**config.mk**
```make
export PLATFORM = sky130hd
export DESIGN_NAME = edge_stamp_timer
export DESIGN_NICKNAME = d
export VERILOG_FILES = /design/src/rtl/est_pkg.sv /design/src/rtl/est_pin_sync.sv /design/src/rtl/est_cap_chan.sv /design/src/rtl/est_free_counter.sv /design/src/rtl/edge_stamp_timer.sv
export SDC_FILE = /design/constraint.sdc
export NUM_CORES = 1
export LEC_CHECK = 0
export ABC_AREA = 1
export BUFFER_PORTS_ARGS = -buffer_cell sky130_fd_sc_hd__buf_2
export CORE_UTILIZATION = 62
export DETAILED_ROUTE_END_ITERATION = 8
export HOLD_SLACK_MARGIN = 0.05
export PLACE_DENSITY = 0.8
export SYNTH_ARGS = -nofsm -noshare
export SYNTH_HDL_FRONTEND = slang
export SYNTH_HIERARCHICAL = 1
export SYNTH_SLANG_ARGS = --single-unit
export TNS_END_PERCENT = 10
```
**constraint.sdc**
```tcl
create_clock -name clk_i -period 1.8 [get_ports clk_i]
set_input_delay 0.36 -clock clk_i [delete_from_list [all_inputs] [get_ports clk_i]]
set_output_delay 0.36 -clock clk_i [all_outputs]
set_load 0.02 [all_outputs]
```
**src/rtl/est_pkg.sv**
```systemverilog
package est_pkg;
  localparam int NUM_CH  = 3;
  localparam int CNT_W   = 16;
  localparam int DATA_W  = 8;
  localparam int ADDR_W  = 4;
  localparam int SEL_W   = 2;
  localparam int ID_W    = $clog2(NUM_CH + 1);

  localparam logic [ADDR_W-1:0] A_CNT_HI = 4'h0;
  localparam logic [ADDR_W-1:0] A_CNT_LO = 4'h1;
  localparam int                A_CAP_BASE = 2;
  localparam logic [ADDR_W-1:0] A_CTRL   = 4'h8;
  localparam logic [ADDR_W-1:0] A_FLAG   = 4'h9;
  localparam logic [ADDR_W-1:0] A_IEN    = 4'hA;

  typedef enum logic [1:0] {
    EDGE_OFF  = 2'b00,
    EDGE_RISE = 2'b01,
    EDGE_FALL = 2'b10,
    EDGE_ANY  = 2'b11
  } edge_mode_e;

  function automatic logic [ADDR_W-1:0] cap_hi_addr(input int k);
    return ADDR_W'(A_CAP_BASE + 2 * k);
  endfunction

  function automatic logic [ADDR_W-1:0] cap_lo_addr(input int k);
    return ADDR_W'(A_CAP_BASE + 2 * k + 1);
  endfunction
endpackage

```
**src/rtl/est_pin_sync.sv**
```systemverilog
module est_pin_sync (
  input  logic clk_i,
  input  logic rst_ni,
  input  logic pin_i,
  output logic rise_o,
  output logic fall_o
);
  logic meta_q, sync_q, prev_q;

  always_ff @(posedge clk_i or negedge rst_ni) begin
    if (!rst_ni) begin
      meta_q <= 1'b0;
      sync_q <= 1'b0;
      prev_q <= 1'b0;
    end else begin
      meta_q <= pin_i;
      sync_q <= meta_q;
      prev_q <= sync_q;
    end
  end

  assign rise_o = sync_q & ~prev_q;
  assign fall_o = ~sync_q & prev_q;
endmodule

```
**src/rtl/est_cap_chan.sv**
```systemverilog
module est_cap_chan
  import est_pkg::*;
(
  input  logic             clk_i,
  input  logic             rst_ni,
  input  edge_mode_e       mode_i,
  input  logic             rise_i,
  input  logic             fall_i,
  input  logic [CNT_W-1:0] count_i,
  input  logic             clr_i,
  output logic [CNT_W-1:0] cap_o,
  output logic             flag_o
);
  logic             hit;
  logic [CNT_W-1:0] cap_q;
  logic             flag_q;

  always_comb begin
    unique case (mode_i)
      EDGE_OFF:  hit = 1'b0;
      EDGE_RISE: hit = rise_i;
      EDGE_FALL: hit = fall_i;
      EDGE_ANY:  hit = rise_i | fall_i;
    endcase
  end

  always_ff @(posedge clk_i or negedge rst_ni) begin
    if (!rst_ni) begin
      cap_q  <= '0;
      flag_q <= 1'b0;
    end else begin
      if (hit) cap_q <= count_i;
      // a new event outranks a clear in the same cycle
      if (hit)        flag_q <= 1'b1;
      else if (clr_i) flag_q <= 1'b0;
    end
  end

  assign cap_o  = cap_q;
  assign flag_o = flag_q;


  cap_hold_chk: assert property (@(posedge clk_i) disable iff (!rst_ni)
    !hit |=> $stable(cap_q));

  set_wins_chk: assert property (@(posedge clk_i) disable iff (!rst_ni)
    hit |=> flag_q);

  flag_src_chk: assert property (@(posedge clk_i) disable iff (!rst_ni)
    $rose(flag_q) |-> $past(hit));
endmodule

```
**src/rtl/est_free_counter.sv**
```systemverilog
module est_free_counter
  import est_pkg::*;
(
  input  logic             clk_i,
  input  logic             rst_ni,
  input  logic [SEL_W-1:0] sel_i,
  output logic [CNT_W-1:0] count_o,
  output logic             wrap_o
);
  localparam int PW = (1 << SEL_W) - 1;

  logic [PW-1:0]    presc_q, mask;
  logic             tick;
  logic [CNT_W-1:0] cnt_q;

  assign mask = ~({PW{1'b1}} << sel_i);
  assign tick = (presc_q & mask) == mask;

  always_ff @(posedge clk_i or negedge rst_ni) begin
    if (!rst_ni) begin
      presc_q <= '0;
      cnt_q   <= '0;
    end else begin
      presc_q <= presc_q + 1'b1;
      if (tick) cnt_q <= cnt_q + 1'b1;
    end
  end

  assign count_o = cnt_q;
  assign wrap_o  = tick && (cnt_q == '1);


  cnt_idle_chk: assert property (@(posedge clk_i) disable iff (!rst_ni)
    !tick |=> $stable(cnt_q));

  cnt_wrap_chk: assert property (@(posedge clk_i) disable iff (!rst_ni)
    wrap_o |=> (cnt_q == '0));
endmodule

```
**src/rtl/edge_stamp_timer.sv**
```systemverilog
module edge_stamp_timer
  import est_pkg::*;
(
  input  logic              clk_i,
  input  logic              rst_ni,
  input  logic [NUM_CH-1:0] cap_pin_i,
  input  logic [ADDR_W-1:0] addr_i,
  input  logic              wr_en_i,
  input  logic              rd_en_i,
  input  logic [DATA_W-1:0] wdata_i,
  output logic [DATA_W-1:0] rdata_o,
  input  logic              irq_gate_i,
  output logic              irq_o,
  output logic [ID_W-1:0]   irq_id_o
);
  logic [NUM_CH-1:0]   rise, fall, flag, clr, req;
  logic [CNT_W-1:0]    cap_val [NUM_CH];
  edge_mode_e          mode    [NUM_CH];
  logic [CNT_W-1:0]    count;
  logic                cnt_wrap;
  logic [2*NUM_CH-1:0] edge_cfg_q;
  logic [SEL_W-1:0]    sel_q;
  logic [NUM_CH-1:0]   ien_q;
  logic                ovf_q;
  logic [DATA_W-1:0]   lo_hold_q [NUM_CH];
  logic [NUM_CH-1:0]   held_q;
  logic [DATA_W-1:0]   rd_mux, rdata_q;
  logic [ID_W-1:0]     id_sel;
  logic                flag_wr;

  assign flag_wr = wr_en_i && (addr_i == A_FLAG);

  est_free_counter u_cnt (
    .clk_i  (clk_i),
    .rst_ni (rst_ni),
    .sel_i  (sel_q),
    .count_o(count),
    .wrap_o (cnt_wrap)
  );

  for (genvar g = 0; g < NUM_CH; g++) begin : g_ch
    assign mode[g] = edge_mode_e'(edge_cfg_q[2*g +: 2]);
    assign clr[g]  = flag_wr && wdata_i[g];

    est_pin_sync u_sync (
      .clk_i (clk_i),
      .rst_ni(rst_ni),
      .pin_i (cap_pin_i[g]),
      .rise_o(rise[g]),
      .fall_o(fall[g])
    );

    est_cap_chan u_chan (
      .clk_i  (clk_i),
      .rst_ni (rst_ni),
      .mode_i (mode[g]),
      .rise_i (rise[g]),
      .fall_i (fall[g]),
      .count_i(count),
      .clr_i  (clr[g]),
      .cap_o  (cap_val[g]),
      .flag_o (flag[g])
    );
  end

  always_ff @(posedge clk_i or negedge rst_ni) begin
    if (!rst_ni) begin
      edge_cfg_q <= '0;
      sel_q      <= '0;
      ien_q      <= '0;
      ovf_q      <= 1'b0;
    end else begin
      if (wr_en_i && addr_i == A_CTRL) {sel_q, edge_cfg_q} <= wdata_i;
      if (wr_en_i && addr_i == A_IEN)  ien_q <= wdata_i[NUM_CH-1:0];
      if (cnt_wrap)                        ovf_q <= 1'b1;
      else if (flag_wr && wdata_i[DATA_W-1]) ovf_q <= 1'b0;
    end
  end

  // high-byte read freezes the low byte for a coherent 16-bit pair
  always_ff @(posedge clk_i or negedge rst_ni) begin
    if (!rst_ni) begin
      held_q <= '0;
      for (int k = 0; k < NUM_CH; k++) lo_hold_q[k] <= '0;
    end else if (rd_en_i) begin
      for (int k = 0; k < NUM_CH; k++) begin
        if (addr_i == cap_hi_addr(k)) begin
          lo_hold_q[k] <= cap_val[k][DATA_W-1:0];
          held_q[k]    <= 1'b1;
        end else if (addr_i == cap_lo_addr(k)) begin
          held_q[k]    <= 1'b0;
        end
      end
    end
  end

  always_comb begin
    rd_mux = '0;
    case (addr_i)
      A_CNT_HI: rd_mux = count[CNT_W-1:DATA_W];
      A_CNT_LO: rd_mux = count[DATA_W-1:0];
      A_CTRL:   rd_mux = {sel_q, edge_cfg_q};
      A_FLAG:   rd_mux = {ovf_q, {(DATA_W-1-NUM_CH){1'b0}}, flag};
      A_IEN:    rd_mux = {{(DATA_W-NUM_CH){1'b0}}, ien_q};
      default:  rd_mux = '0;
    endcase
    for (int k = 0; k < NUM_CH; k++) begin
      if (addr_i == cap_hi_addr(k)) rd_mux = cap_val[k][CNT_W-1:DATA_W];
      if (addr_i == cap_lo_addr(k))
        rd_mux = held_q[k] ? lo_hold_q[k] : cap_val[k][DATA_W-1:0];
    end
  end

  always_ff @(posedge clk_i or negedge rst_ni) begin
    if (!rst_ni)      rdata_q <= '0;
    else if (rd_en_i) rdata_q <= rd_mux;
  end
  assign rdata_o = rdata_q;

  // lowest channel number wins
  always_comb begin
    req    = flag & ien_q;
    id_sel = '0;
    for (int k = NUM_CH - 1; k >= 0; k--)
      if (req[k]) id_sel = ID_W'(k + 1);
  end

  assign irq_o    = (|req) && irq_gate_i;
  assign irq_id_o = irq_o ? id_sel : '0;


  ovf_set_chk: assert property (@(posedge clk_i) disable iff (!rst_ni)
    $rose(ovf_q) |-> $past(cnt_wrap));

  irq_gate_chk: assert property (@(posedge clk_i) disable iff (!rst_ni)
    irq_o |-> irq_gate_i);

  irq_id_chk: assert property (@(posedge clk_i) disable iff (!rst_ni)
    irq_o |-> (irq_id_o != '0));

  rdata_hold_chk: assert property (@(posedge clk_i) disable iff (!rst_ni)
    !rd_en_i |=> $stable(rdata_o));
endmodule

```
==> summary.log <==
qor: route.drt_wl_total 17.4 mm
qor: clock_network.clk_pin_slew_worst_paths 60 ps
qor: route.via_per_inst 5.73
qor: power.irDropWorstVdd 891 uV
qor: logic_synthesis.sequential_area_share_after_synthesis 49.0%
qor: run.max_cap_violations 0
qor: sta.timing_worst_slew_pin_value 497 ps
qor: power.pd_cells 1240 nW/um^2
qor: sta.finalSetupTns 0 ps
qor: critical_path.cp.required 1440 ps
qor: critical_path.critical_path.cell_chain nand2_2 -> nand2_1 -> inv_1 -> a21oi_1 -> buf_4
qor: clock_network.sinks_on_clock_net 126
qor: placement.dp.final_hpwl 11.5 mm
qor: critical_path.cp-end-kind primary output
qor: route.drt_pass1_iterations 6
qor: logic_synthesis.synth.cell_area 6430 um^2
qor: die.starting_density 64.9%
qor: hold_path.type_of_the_most_critical_hold_path primary input to flip-flop
qor: die.die_height 104 um
qor: critical_path.critical-path-top-delay-family flip-flops
qor: logic_synthesis.synth.distinct_cells 35
qor: power.static-leakage-power 3.80 nW
qor: critical_path.reg2reg_slack 110 ps
qor: critical_path.rr_endpoint ovf_q
qor: critical_path.critical_path.reg2reg.startpoint u_cnt/count_o[0]
qor: logic_synthesis.syn_inst 783
qor: sta.finalHoldViolations 0
qor: die.die_area 10800 um^2
qor: grt.grt_max_degree 40
qor: placement.place.port_buffers 30
qor: critical_path.critical-path-slowest-cell dfrtp_1
qor: critical_path.worst-path-max-fanout 3
qor: logic_synthesis.yosysWarnings 6
qor: die.die_w 104 um
qor: sta.min_period_over_period 97.1%
qor: die.fp-row-count 36
qor: clock_network.cts_buffers 17
qor: placement.gp_congestion 0.943
qor: sta.post_layout_minimum_cycle_time 1750 ps
qor: grt.grt_usage 34.9%
qor: critical_path.reg2reg_depth 9
qor: route.drtAntennaViolNets 0
qor: clock_network.cts-root-buf clkbuf_8
qor: sta.clock.fmax 0.572 GHz
qor: layout.instances_no_fill 978
qor: grt.global_route_wire_length_before_repair 28.8 mm
qor: power.finalPower 0.00915 W
qor: hold_path.hold_end sel_q[0]
qor: logic_synthesis.synth-seq-cells 126
qor: critical_path.critical_path_buf_inv_count 2
qor: layout.fillers 734
qor: layout.antenna_cells_inserted 0
qor: hold_path.hold_path.startpoint wdata_i[6]
qor: grt.grt_overflow 0
qor: critical_path.startpoint_type flip-flop
qor: die.floorplan.core_area 9910 um^2
qor: status.outcome finished clean
qor: placement.place_inst 937
qor: route.via_count 5604
qor: critical_path.worst-setup-path-type flip-flop to primary output
qor: clock_network.tritoncts yes
qor: grt.first_global_vias 5583
qor: route.iteration_0_drc_count_of_the_detailed_router 545
qor: layout.final_layout_size_suffix_gt1_share 17.0%
qor: critical_path.timing.critical_path.depth 5
qor: die.top_level_ports 31
qor: sta.headroom_to_the_max_slew_limit 66.8%
qor: critical_path.worstPathArrival 1390 ps
qor: logic_synthesis.syn-num-nets 805
qor: layout.area_growth_synth_to_finish 14.5%
qor: grt.antenna_violations_before_repair 0
qor: hold_path.worstHoldPathCells 2
qor: route.drcViolationCount 0
qor: layout.fin_nets 854
qor: sta.finalSetupViolCount 0
qor: logic_synthesis.syn-mean-instance-area 8.21 um^2
qor: clock_network.clk-insertion-delay-late 530 ps
qor: clock_network.ctsHtreeMaxLevel 4
qor: critical_path.worst_path_largest_cell_delay 390 ps
qor: sta.clock_skew_after_layout 7.60 ps
qor: layout.final_core_util 74.3%
qor: sta.final-max-slew-violation-count 0
qor: route.routedWlPerCell 17.8 um
qor: sta.grt_setup_unrepaired yes
qor: clock_network.cts.path.max_buffers 2
==> what timing repair did <==
item,CTS,global route
hold buffers,5,0
setup endpoints to repair,0,3
setup buffers,0,4
gates resized for setup,0,4
endpoints found under the hold margin,36,0
==> Yosys cell counts, drive strengths merged <==
library cell	instances	area, um^2
nand2	311	1260
dfrtp	126	3150
nand3	80	410
inv	72	273
nor2	61	340
o21ai	48	259
buf	19	170
mux2	12	173
nand4	12	75.1
a21oi	11	58.8
mux2i	8	80.1
o211ai	7	52.6
clkbuf	4	15.0
xor2	4	35.0
nand3b	3	22.5
ha	2	25.0
nor3	2	26.3
clkinv	1	3.75
==> sequential cells by signal, summed over array words and instances (netlist names), 6 cells and up <==
signal             cells
edge_cfg_q             6
g_ch.u_chan/cap_o     48
lo_hold_q             24
rdata_o                8
u_cnt/count_o         16
==> metal layers <==
layer	routed length [um]	track usage (%)	share of wire, %
met1	7060	45.9	41
met2	8190	54.0	47
met3	1460	9.00	8.4
met4	646	17.0	3.7
met5	0	0	0
==> cells by family (layout without fill, tap and decap cells) <==
kind of cell | count (synthesis) | after routing | share of synthesized area, %
simple gates | 469 | 469 | 33.2
flops | 126 | 126 | 49.0
buf+inv | 96 | 158 | 7.18
compound gates | 66 | 66 | 5.76
mux | 20 | 20 | 3.93
xor+xnor | 4 | 4 | 0.545
fa+ha+maj | 2 | 2 | 0.389
==> worst max-delay path by stage <==
stage / start / to / slack [ps]
2_1_floorplan: addr_i[1] / edge_cfg_q[4] / 330
3_3_place_gp: addr_i[1] / rdata_o[7] / 80
3_5_place_dp: addr_i[0] / edge_cfg_q[5] / 90
4_1_cts: g_ch[2].u_chan/flag_o / irq_o / 0.7
5_1_grt: g_ch[1].u_chan/flag_o / irq_id_o[0] / -7
6_report: g_ch[1].u_chan/flag_o / irq_o / 50
==> stage by stage <==
step | area, um^2 | hold slack [ps] | setup slack [ps]
global route | 7360 | 61.3 | -6.97
finish | 7360 | 68.4 | 52.6
global placement | 6690 | 333 | 82.1
detailed placement | 6690 | 340 | 86.9
floorplan | 6430 | 64.4 | 332
CTS | 7320 | 53.2 | 0.673
==> final cells by class <==
type	count	area, um^2	share of cell area, %
clock buffers	27	502	6.81
clock inverters	5	77.6	1.05
multi-input cells	561	2820	38.3
well taps	133	166	2.26
flip-flops and latches	126	3150	42.8
repair buffers	53	370	5.03
inverters	73	277	3.76
==> report_power, final <==
group,internal [W],leakage (nW),total (W),switching [W]
Combinational,0.000694,1.88,0.00189,0.00119
Sequential,0.00337,1.64,0.00390,0.000530
Clock,0.00215,0.282,0.00336,0.00121
Total,0.00622,3.80,0.00915,0.00293
==> layout by cell type (no fill, tap or decap), types with 3 or more instances in the layout <==
cell type,count
nand3_1,78
nor2_2,11
dlygate4sd3_1,5
buf_2,26
clkbuf_1,5
nor2_1,40
clkbuf_8,6
mux2i_1,8
nand4_1,12
xor2_1,4
clkbuf_16,16
inv_1,67
nand2_1,290
o21ai_0,29
nand2_4,8
buf_4,20
o21ai_2,5
nor2_4,9
nand3b_1,3
o211ai_1,7
mux2_4,10
a21oi_1,10
o21ai_1,14
dfrtp_1,126
nand2_2,13
inv_2,4
==> worst reg2reg max path: cells and delay by family, from the launching register on <==
| kind | cells | cell delay [ps] |
|---|---|---|
| flip-flops | 1 | 560 |
| AND/OR/NAND/NOR | 6 | 700 |
| buffers and inverters | 2 | 130 |
| adder cells (fa/ha/maj) | 1 | 230 |
No activity file was read; power rests on OpenSTA's default activity.
